**config.mk**
```make
export PLATFORM = sky130hd
export DESIGN_NAME = bus_cycle_seq
export DESIGN_NICKNAME = d
export VERILOG_FILES = /design/src/rtl/bus_seq_pkg.sv /design/src/rtl/bus_seq_fsm.sv /design/src/rtl/bus_seq_outgen.sv /design/src/rtl/bus_seq_turnaround.sv /design/src/rtl/bus_cycle_seq.sv
export SDC_FILE = /design/constraint.sdc
export NUM_CORES = 1
export LEC_CHECK = 0
export ABC_CLOCK_PERIOD_IN_PS = 1500
export BUFFER_PORTS_ARGS = -buffer_cell sky130_fd_sc_hd__buf_4
export CAP_MARGIN = 5
export CORE_MARGIN = 1
export CORE_UTILIZATION = 43
export DETAILED_ROUTE_END_ITERATION = 8
export GPL_TIMING_DRIVEN = 0
export HOLD_SLACK_MARGIN = 0.03
export PLACE_DENSITY = 0.68
export REMOVE_ABC_BUFFERS = 1
export SYNTH_ARGS = -nofsm -noshare
export SYNTH_HDL_FRONTEND = slang
export SYNTH_HIERARCHICAL = 1
export SYNTH_SLANG_ARGS = --single-unit
```
**constraint.sdc**
```tcl
create_clock -name clk -period 1.5 [get_ports clk]
set_input_delay 0.3 -clock clk [delete_from_list [all_inputs] [get_ports clk]]
set_output_delay 0.3 -clock clk [all_outputs]
set_load 0.05 [all_outputs]
```
**src/rtl/bus_seq_pkg.sv**
```systemverilog
package bus_seq_pkg;
  localparam int PHASE_W = 3;
  localparam int KIND_W  = 2;

  typedef enum logic [PHASE_W-1:0] {
    PH_IDLE = 3'd0,
    PH_T1   = 3'd1,
    PH_T2   = 3'd2,
    PH_T3   = 3'd3,
    PH_TW   = 3'd4,
    PH_T4   = 3'd5
  } phase_e;

  typedef enum logic [KIND_W-1:0] {
    CYC_MEMRD = 2'd0,
    CYC_IORD  = 2'd1,
    CYC_WRITE = 2'd2,
    CYC_INTA  = 2'd3
  } cyc_e;

  typedef struct packed {
    cyc_e kind;
    logic upper;
    logic stat;
  } cyc_req_t;

  function automatic logic is_read(input cyc_e k);
    return (k == CYC_MEMRD) || (k == CYC_IORD);
  endfunction

  function automatic logic in_strobe_window(input phase_e p);
    return (p == PH_T2) || (p == PH_T3) || (p == PH_TW);
  endfunction
endpackage

```
**src/rtl/bus_seq_fsm.sv**
```systemverilog
module bus_seq_fsm
  import bus_seq_pkg::*;
(
  input  logic     clk,
  input  logic     rst,
  input  logic     req_valid,
  input  cyc_req_t req_in,
  input  logic     ready_sync,
  input  logic     hold_ack,
  output phase_e   phase_q,
  output phase_e   phase_d,
  output cyc_req_t cur_d
);
  cyc_req_t cur_q;
  logic     start_ok;

  assign start_ok = req_valid && !hold_ack;

  always_comb begin
    phase_d = phase_q;
    cur_d   = cur_q;
    unique case (phase_q)
      PH_IDLE: begin
        if (start_ok) begin
          phase_d = PH_T1;
          cur_d   = req_in;
        end
      end
      PH_T1: phase_d = PH_T2;
      PH_T2: phase_d = PH_T3;
      PH_T3, PH_TW: phase_d = ready_sync ? PH_T4 : PH_TW;
      PH_T4: begin
        if (start_ok) begin
          phase_d = PH_T1;
          cur_d   = req_in;
        end else begin
          phase_d = PH_IDLE;
        end
      end
      default: phase_d = PH_IDLE;
    endcase
  end

  always_ff @(posedge clk) begin
    if (rst) begin
      phase_q <= PH_IDLE;
      cur_q   <= '{kind: CYC_MEMRD, upper: 1'b0, stat: 1'b1};
    end else begin
      phase_q <= phase_d;
      cur_q   <= cur_d;
    end
  end
endmodule

```
**src/rtl/bus_seq_outgen.sv**
```systemverilog
module bus_seq_outgen
  import bus_seq_pkg::*;
(
  input  logic     clk,
  input  logic     rst,
  input  phase_e   phase_d,
  input  cyc_req_t cur_d,
  input  logic     hold_ack,
  output logic     hi_en_n_q,
  output logic     mio_q,
  output logic     oe_q,
  output logic     rd_win_q
);
  logic hi_en_n_nx;
  logic mio_nx;
  logic rd_win_nx;

  always_comb begin
    unique case (phase_d)
      PH_IDLE: hi_en_n_nx = 1'b1;
      PH_T1:   hi_en_n_nx = !(cur_d.upper || (cur_d.kind == CYC_INTA));
      default: hi_en_n_nx = cur_d.stat;
    endcase
    if (phase_d == PH_IDLE) mio_nx = 1'b1;
    else mio_nx = (cur_d.kind == CYC_MEMRD) || (cur_d.kind == CYC_WRITE);
    rd_win_nx = in_strobe_window(phase_d) && is_read(cur_d.kind);
  end

  always_ff @(posedge clk) begin
    if (rst) begin
      hi_en_n_q <= 1'b1;
      mio_q     <= 1'b1;
      oe_q      <= 1'b1;
      rd_win_q  <= 1'b0;
    end else begin
      hi_en_n_q <= hi_en_n_nx;
      mio_q     <= mio_nx;
      oe_q      <= !hold_ack;
      rd_win_q  <= rd_win_nx;
    end
  end
endmodule

```
**src/rtl/bus_seq_turnaround.sv**
```systemverilog
module bus_seq_turnaround (
  input  logic clk,
  input  logic rst,
  input  logic rd_win,
  output logic rd_active
);
  logic half_q;

  always_ff @(negedge clk) begin
    if (rst) half_q <= 1'b0;
    else     half_q <= rd_win;
  end

  assign rd_active = rd_win && half_q;
endmodule

```
**src/rtl/bus_cycle_seq.sv**
```systemverilog
module bus_cycle_seq
  import bus_seq_pkg::*;
#(
  parameter int KIND_BITS  = KIND_W,
  parameter int PHASE_BITS = PHASE_W
) (
  input  logic                  clk,
  input  logic                  rst,
  input  logic                  req_valid,
  input  logic [KIND_BITS-1:0]  req_kind,
  input  logic                  req_upper,
  input  logic                  req_status,
  input  logic                  ready_sync,
  input  logic                  hold_ack,
  output logic [PHASE_BITS-1:0] phase_o,
  output logic                  hi_en_n_o,
  output logic                  hi_en_oe_o,
  output logic                  rd_n_o,
  output logic                  rd_oe_o,
  output logic                  mio_o,
  output logic                  mio_oe_o
);
  cyc_req_t req_in;
  phase_e   phase_q;
  phase_e   phase_d;
  cyc_req_t cur_d;
  logic     hi_en_n_q;
  logic     mio_q;
  logic     oe_q;
  logic     rd_win_q;
  logic     rd_active;

  assign req_in = '{kind: cyc_e'(req_kind), upper: req_upper, stat: req_status};

  bus_seq_fsm u_fsm (
    .clk        (clk),
    .rst        (rst),
    .req_valid  (req_valid),
    .req_in     (req_in),
    .ready_sync (ready_sync),
    .hold_ack   (hold_ack),
    .phase_q    (phase_q),
    .phase_d    (phase_d),
    .cur_d      (cur_d)
  );

  bus_seq_outgen u_out (
    .clk       (clk),
    .rst       (rst),
    .phase_d   (phase_d),
    .cur_d     (cur_d),
    .hold_ack  (hold_ack),
    .hi_en_n_q (hi_en_n_q),
    .mio_q     (mio_q),
    .oe_q      (oe_q),
    .rd_win_q  (rd_win_q)
  );

  bus_seq_turnaround u_turn (
    .clk       (clk),
    .rst       (rst),
    .rd_win    (rd_win_q),
    .rd_active (rd_active)
  );

  assign phase_o    = PHASE_BITS'(phase_q);
  assign hi_en_n_o  = hi_en_n_q;
  assign hi_en_oe_o = oe_q;
  assign rd_n_o     = !rd_active;
  assign rd_oe_o    = oe_q;
  assign mio_o      = mio_q;
  assign mio_oe_o   = oe_q;
endmodule

```
Word-level counts from Yosys, hierarchy flattened

Cells that the tools add are included.

Logic and storage cells: 45
Output and inout bits: 9
Input bits: 9
Register bits after elaboration: 12

Reduce and logical (&&, ||, !) cells: 17
Muxes and demuxes: 7
Equality and inequality tests: 12

Operator list:

| operator                                                              | number |
|---|---|
| 3-bit one-hot mux with 5 select lines                                 | 1 |
| 3-bit by 2-bit equality test with 1-bit output, second input constant | 4 |
| 3-bit equality test, second input constant                            | 3 |
| 4-bit two-way mux                                                     | 2 |
| 3-bit by 1-bit equality test with 1-bit output, second input constant | 2 |
| 3-bit logical NOT                                                     | 2 |
| 2-bit OR reduction                                                    | 3 |
| 1-bit logical OR                                                      | 5 |
| 2-bit equality test, second input constant                            | 2 |
| 1-bit logical AND                                                     | 3 |
| 1-bit logical NOT                                                     | 3 |
| 3-bit two-way mux                                                     | 1 |
| 2-bit by 1-bit equality test with 1-bit output, second input constant | 1 |
| 2-bit logical NOT                                                     | 1 |
| 1-bit two-way mux                                                     | 2 |
| 1-bit one-hot mux with 2 select lines                                 | 1 |

Logic depth before layout (Yosys ltp)

Gate-level depths: netlist of the first run.

Depth after elaboration: 8
Depth in mapped cells: 6
Depth with buffers taken out: 5

Modules after synthesis

Netlist of the first run, hierarchy kept.

By module, submodules not included:

| module             | cells each | area each (sq um) | times used | seq. area each (sq um) |
|---|---|---|---|---|
| bus_seq_fsm        | 46         | 414.1             | 1          | 140.1 |
| bus_seq_outgen     | 14         | 147.6             | 1          | 80.1 |
| bus_seq_turnaround | 4          | 43.8              | 1          | 20.0 |
| bus_cycle_seq      | 3          | 18.8              | 1          | 0.0 |

==> results of run 1 <==
power by group:
part | leakage, nW | internal (mW) | switching (mW)
logic | 0.222 | 0.0867 | 0.130
clock network | 0.0203 | 0.106 | 0.106
registers | 0.100 | 0.344 | 0.0278
total | 0.342 | 0.537 | 0.264
cell families after synthesis:
logic type	share of synthesized area [%]
AOI/OAI and AO/OA	16.8
xor gates and xnor gates	8.42
buffers and inverters	8.42
DFF	38.5
and+or+nand+nor	27.9
metal layers:
layer	wire [um]	vias to the layer above	share of wire (%)	global-route usage, %
met5	0	-	0	0
met4	11	0	0.96	12.9
met3	63	2	5.5	5.00
met2	569	12	50	31.0
met1	500	237	44	18.2
li1	-	266	-	-
cells in the mapped netlist (all sizes together):
library cell	n	area, um^2
nor2b	3	26.3
a21o	1	7.51
nor3b	2	20.0
o311ai	1	8.76
and3b	1	10.0
nand3	6	30.0
or4b	1	10.0
nor3	1	5.00
dfxtp	12	240
a31oi	1	6.26
a21oi	4	20.0
a211oi	1	7.51
nor2	3	11.3
o32a	1	10.0
and2	2	12.5
nand2b	1	6.26
or3b	2	20.0
xnor2	2	25.0
o21ai	6	45.0
inv	5	18.8
buf	4	33.8
xor2	1	27.5
nand2	6	22.5
what timing repair did:
action / 4_1_cts / 5_1_grt
gates resized for setup: 9 / 3
pin swaps: 1 / 0
setup endpoints to repair: 4 / 4
layout by cell type, fill, tap and decap left out, types with 2 or more instances in the layout:
cell	netlist	layout
a21oi_1	4	4
buf_4	3	16
clkbuf_4	0	3
dfxtp_1	12	9
dfxtp_4	0	2
inv_1	5	4
nand2_1	6	6
nand3_1	6	6
nor2_1	3	3
nor2b_1	2	2
nor3b_2	1	2
o21ai_2	4	5
through the flow:
stage	power, mW	setup TNS, ns	hold slack, ns
6_report	0.801	-0.662	0.239
5_1_grt	0.849	-0.925	0.242
4_1_cts	0.807	-0.648	0.241
3_5_place_dp	0.599	-0.790	0.463
3_3_place_gp	0.595	-0.774	0.452
2_1_floorplan	0.532	-1.46	0.362
path summary, 6_finish.rpt:
path / from / end / slack [ns]
max reg2reg: u_fsm/phase_q[0] / u_out/hi_en_n_q / -0.12
max: u_turn/half_q / rd_n_o / -0.47
min reg2reg: u_fsm/cur_q[1] / u_fsm/cur_q[1] / 0.48
min: hold_ack / u_out/oe_q / 0.24
flip-flops by register name, indices dropped and copies added (netlist names):
signal and count:
u_out/rd_win_q 1, u_fsm/phase_q 3, u_out/hi_en_n_q 1, u_out/oe_q 1, u_fsm/cur_q 4, u_out/mio_q 1
u_turn/half_q 1
critical path, cell delays in order (launching register included):
cell	delay [ns]
dfxtp_1	0.29
and2_4	0.13
inv_2	0.05
buf_8	0.13
area by class of cell:
class,count,area share (%)
flip-flops and latches,12,31.5
multi-input cells,46,43.4
clock inverters,1,0.475
repair buffers,17,17.1
well taps,15,2.37
inverters,4,1.90
clock buffers,4,3.32
==> impl_metrics.py, run 1 <==
metrics = {
    "grt": {
        "grt.total_usage_pct": 17.9,
        "grt_pass1_vias": 467,
        "grt_start_max_net_pins": 12,
        "grt_remaining_overflow": 0,
        "antenna_found_initial": 0,
        "grt_pass1_wl_mm": 1.82,
    },
    "flow_run": {
        "drv_cap": 0,
    },
    "place": {
        "port_buffers": 17,
        "placed_cells": 95,
        "placed_cell_area_um2": 737,
        "dp_hpwl_um": 860,
        "place_ws_ns": -0.337,
        "routabilityCongestion": 0.703,
    },
    "timing": {
        "worst_slack_ns": -0.468,
        "setup_viol": 3,
        "rsz0062_at_grt": "yes",
        "worst_slew_pin_slew_ns": 0.315,
        "slew_violations": 0,
        "skew_ns": 0.0564,
        "slew-limit-headroom_pct": 78.7,
        "hold_viol": 0,
    },
    "layout": {
        "post-route-util_pct": 59.3,
        "multi_input_area_um2": 343,
        "nFillCells": 133,
        "seq_area_um2": 249,
        "finalNonFillerCells": 99,
        "area_delta_synth_final_pct": 26.7,
        "layout.nets": 94,
        "stdcell_area_um2": 791,
        "diodes": 0,
        "drive_gt1_share_pct": 44.0,
    },
    "clocking": {
        "clock_path_buffers": 2,
        "numCtsBuffers": 3,
        "cts_htree_levels": 1,
        "post_cts_buffers": 0,
        "clock_latency_ns": 0.32,
        "cts.sinks": 12,
        "path_clk_slew_ns": 0.07,
        "cts_tree": "yes",
        "hold_buffers": 0,
        "cts-root-buf": "clkbuf_4",
    },
    "routing": {
        "antenna_left": 0,
        "post_drt_wl_per_cell_um": 11.6,
        "dr_total_vias": 517,
        "dr.pass1.iters": 3,
        "wl_mm": 1.14,
        "drtIter0Drc": 5,
        "vias_per_cell": 5.22,
        "drcViolationCount": 0,
    },
    "yosys": {
        "netlist_area_um2": 624,
        "yosys_warnings": 6,
        "synth.avg_cell_area_um2": 9.32,
        "netlist_instances": 67,
        "netlist-cell-type-count": 29,
        "yosys_register_bits": 12,
        "ys_seq_area_share_pct": 38.5,
    },
    "die": {
        "ios": 18,
        "rows": 13,
        "die_y_um": 40.1,
        "die_width_um": 40.1,
        "die_area_mm2": 0.00161,
        "start_util_pct": 46.8,
        "design.core.area_mm2": 0.00133,
    },
    "critical_path": {
        "critPathMaxFanout": 1,
        "end_kind": "primary output",
        "crit_required_ns": 1.20,
        "crit_type": "flop to primary output",
        "start_kind": "flop",
        "arrival_ns": 1.67,
        "reg2reg_depth": 5,
    },
    "power": {
        "ir_worst_vdd_uv": 488,
        "p_leak_nw": 0.342,
        "pwr_density_cell_mw_per_mm2": 1010,
    },
    "run_status": {
        "violations": "setup timing",
        "status": "finished with violations",
    },
    "hold_path": {
        "hp-class": "input port to flop",
        "min_path_cells": 2,
    },
}
No activity file was read; power rests on OpenSTA's default activity.
==> run 2: changes to the inputs <==
Settings changed: CORE_UTILIZATION 43 to 41, PLACE_DENSITY 0.68 to 0.67, SYNTH_HIERARCHICAL 1 to unset.
==> impl_metrics.py, run 2 <==
metrics = {
    "critical_path": {
        "start_kind": "flop",
        "critPathMaxFanout": 1,
        "cp_slowest_stage_delay_ns": 0.29,
        "crit_family": "flip-flops",
        "crit_required_ns": 1.20,
        "cp_cell_sequence": "nand2_1, buf_6",
        "end_kind": "primary output",
        "worst-path-buf-inv": 1,
        "crit_type": "flop to primary output",
        "arrival_ns": 1.58,
        "cp_slowest_cell": "dfxtp_1",
    },
    "layout": {
        "final_common_cell": "buf_4",
        "mostFrequentLayoutCells": "16 x buf_4, 12 x dfxtp_1, 5 x a21oi_1, 4 x nor2_1",
        "diodes": 0,
        "largest_reg_flops": 4,
        "post-route-util_pct": 59.8,
        "layout.nets": 80,
        "stdcell_area_um2": 692,
        "finalNonFillerCells": 84,
        "area_delta_synth_final_pct": 29.8,
        "max_flop_register": "u_fsm.cur_q",
        "reg_top3": "u_fsm.cur_q (4), u_fsm.phase_q (3)",
        "drive_gt1_share_pct": 40.0,
    },
    "hold_path": {
        "hp-class": "input port to flop",
    },
    "timing": {
        "whs_ns": 0.212,
        "rsz0062_at_grt": "yes",
        "slew_violations": 0,
        "worst_slack_ns": -0.378,
        "hold_viol": 0,
        "slew-limit-headroom_pct": 76.7,
        "setup_viol": 1,
        "skew_ns": 0.0534,
        "worst_slew_pin_slew_ns": 0.349,
        "setup_tns_ns": -0.378,
    },
    "die": {
        "die_area_mm2": 0.00145,
        "ios": 18,
        "die_y_um": 38.1,
        "start_util_pct": 46.1,
        "design.core.area_mm2": 0.00116,
        "die_width_um": 38.1,
        "rows": 12,
    },
    "yosys": {
        "netlist-cell-type-count": 26,
        "synth.area.top_cells": "dfxtp_1 45%, mux2i_1 5.6%, a21oi_1 4.7%",
        "post-synth-top-count-cell": "dfxtp_1",
        "yosys_warnings": 0,
        "ys_seq_area_share_pct": 45.1,
        "yosys_register_bits": 12,
        "netlist_area_um2": 533,
        "synth-edff-count": 0,
        "ys_dominant_reg_cell": "dfxtp_1",
        "yosys.area.top_type": "dfxtp_1",
        "synthArstFlopShare_pct": 0,
        "netlist_instances": 53,
        "synth_common_cells": "12 x dfxtp_1, 5 x a21oi_1, 4 x nor2_1",
        "synth.avg_cell_area_um2": 10.1,
        "netlist.area_leader.share_pct": 45.1,
    },
    "routing": {
        "dr_total_vias": 418,
        "vias_per_cell": 4.98,
        "dr.pass1.iters": 2,
        "wl_um": 982,
        "drtIter0Drc": 2,
        "antenna_left": 0,
        "drcViolationCount": 0,
        "post_drt_wl_per_cell_um": 11.7,
    },
    "place": {
        "placed_cell_area_um2": 652,
        "place_ws_ns": -0.0691,
        "placed_cells": 80,
        "routabilityCongestion": 0.645,
        "dp_hpwl_um": 694,
        "port_buffers": 17,
    },
    "clocking": {
        "cts_tree": "yes",
        "cts-root-buf": "clkbuf_4",
        "clock_latency_ns": 0.33,
        "numCtsBuffers": 3,
        "post_cts_buffers": 0,
        "hold_buffers": 0,
        "path_clk_slew_ns": 0.07,
        "clock_path_buffers": 2,
        "cts_htree_levels": 1,
        "cts.sinks": 12,
    },
    "grt": {
        "grt_pass1_vias": 371,
        "grt_remaining_overflow": 0,
        "grt_start_max_net_pins": 12,
        "grt_pass1_wl_mm": 1.61,
        "antenna_found_initial": 0,
        "grt.total_usage_pct": 17.0,
    },
    "power": {
        "power_mw": 1.00,
        "p_leak_nw": 0.300,
        "pwr_density_cell_mw_per_mm2": 1450,
        "ir_worst_vdd_uv": 694,
    },
    "run_status": {
        "violations": "setup timing",
        "status": "finished with violations",
    },
    "flow_run": {
        "drv_cap": 0,
    },
}
==> run 2: timing repair <==
| action | CTS | global route |
|---|---|---|
| pin swaps | 1 | 0 |
| setup endpoints to repair | 1 | 1 |
| hold endpoints to repair | 0 | 0 |
| gates resized for setup | 1 | 0 |
==> run 2: path summary, 6_finish.rpt <==
check	from	endpoint	slack [ns]	cells after the start
max	u_turn.half_q	rd_n_o	-0.38	2
min	hold_ack	u_out.oe_q	0.21	2
max reg2reg	u_fsm.phase_q[0]	u_out.mio_q	0.11	4
min reg2reg	u_fsm.cur_q[1]	u_fsm.cur_q[1]	0.46	2
==> run 2: layer usage <==
metal / global-route usage (%) / vias up / share of wire, %
met2: 23.7 / 14 / 44
met3: 6.98 / 4 / 6.8
met1: 21.2 / 184 / 47
li1: - / 216 / -
met5: 0 / - / 0
met4: 10.7 / 0 / 2.7
==> run 2: kinds of logic (layout without fill, tap and decap cells) <==
logic type             after synthesis  in the layout  share of synthesized area [%]
AO/OA/AOI/OAI                       13             13                           15.5
XOR/XNOR                             3              3                           6.34
buffers and inverters                6             23                           6.34
flip-flops                          12             12                           45.1
multiplexers                         3              3                           5.63
AND/OR/NAND/NOR                     16             16                           21.1
==> run 2: cell type report <==
cell class                      instances  area, um^2
Timing Repair Buffer                   17         131
Inverter                                1        3.75
Clock inverter                          1        3.75
Tap cell                               14        17.5
Clock buffer                            4        36.3
Sequential cell                        12         240
Multi-Input combinational cell         35         259
Fill cell                              99         464
==> run 2: where the power goes <==
part	switching, mW	internal (mW)	total [mW]
Combinational	0.190	0.137	0.327
Clock	0.112	0.151	0.263
Sequential	0.0498	0.363	0.413
==> run 2: worst reg2reg max path, stage by stage (launching register included) <==
cell and delay [ns]:
dfxtp_1 0.53, xnor2_2 0.20, nand2_4 0.13, mux2i_1 0.16, a211o_1 0.26
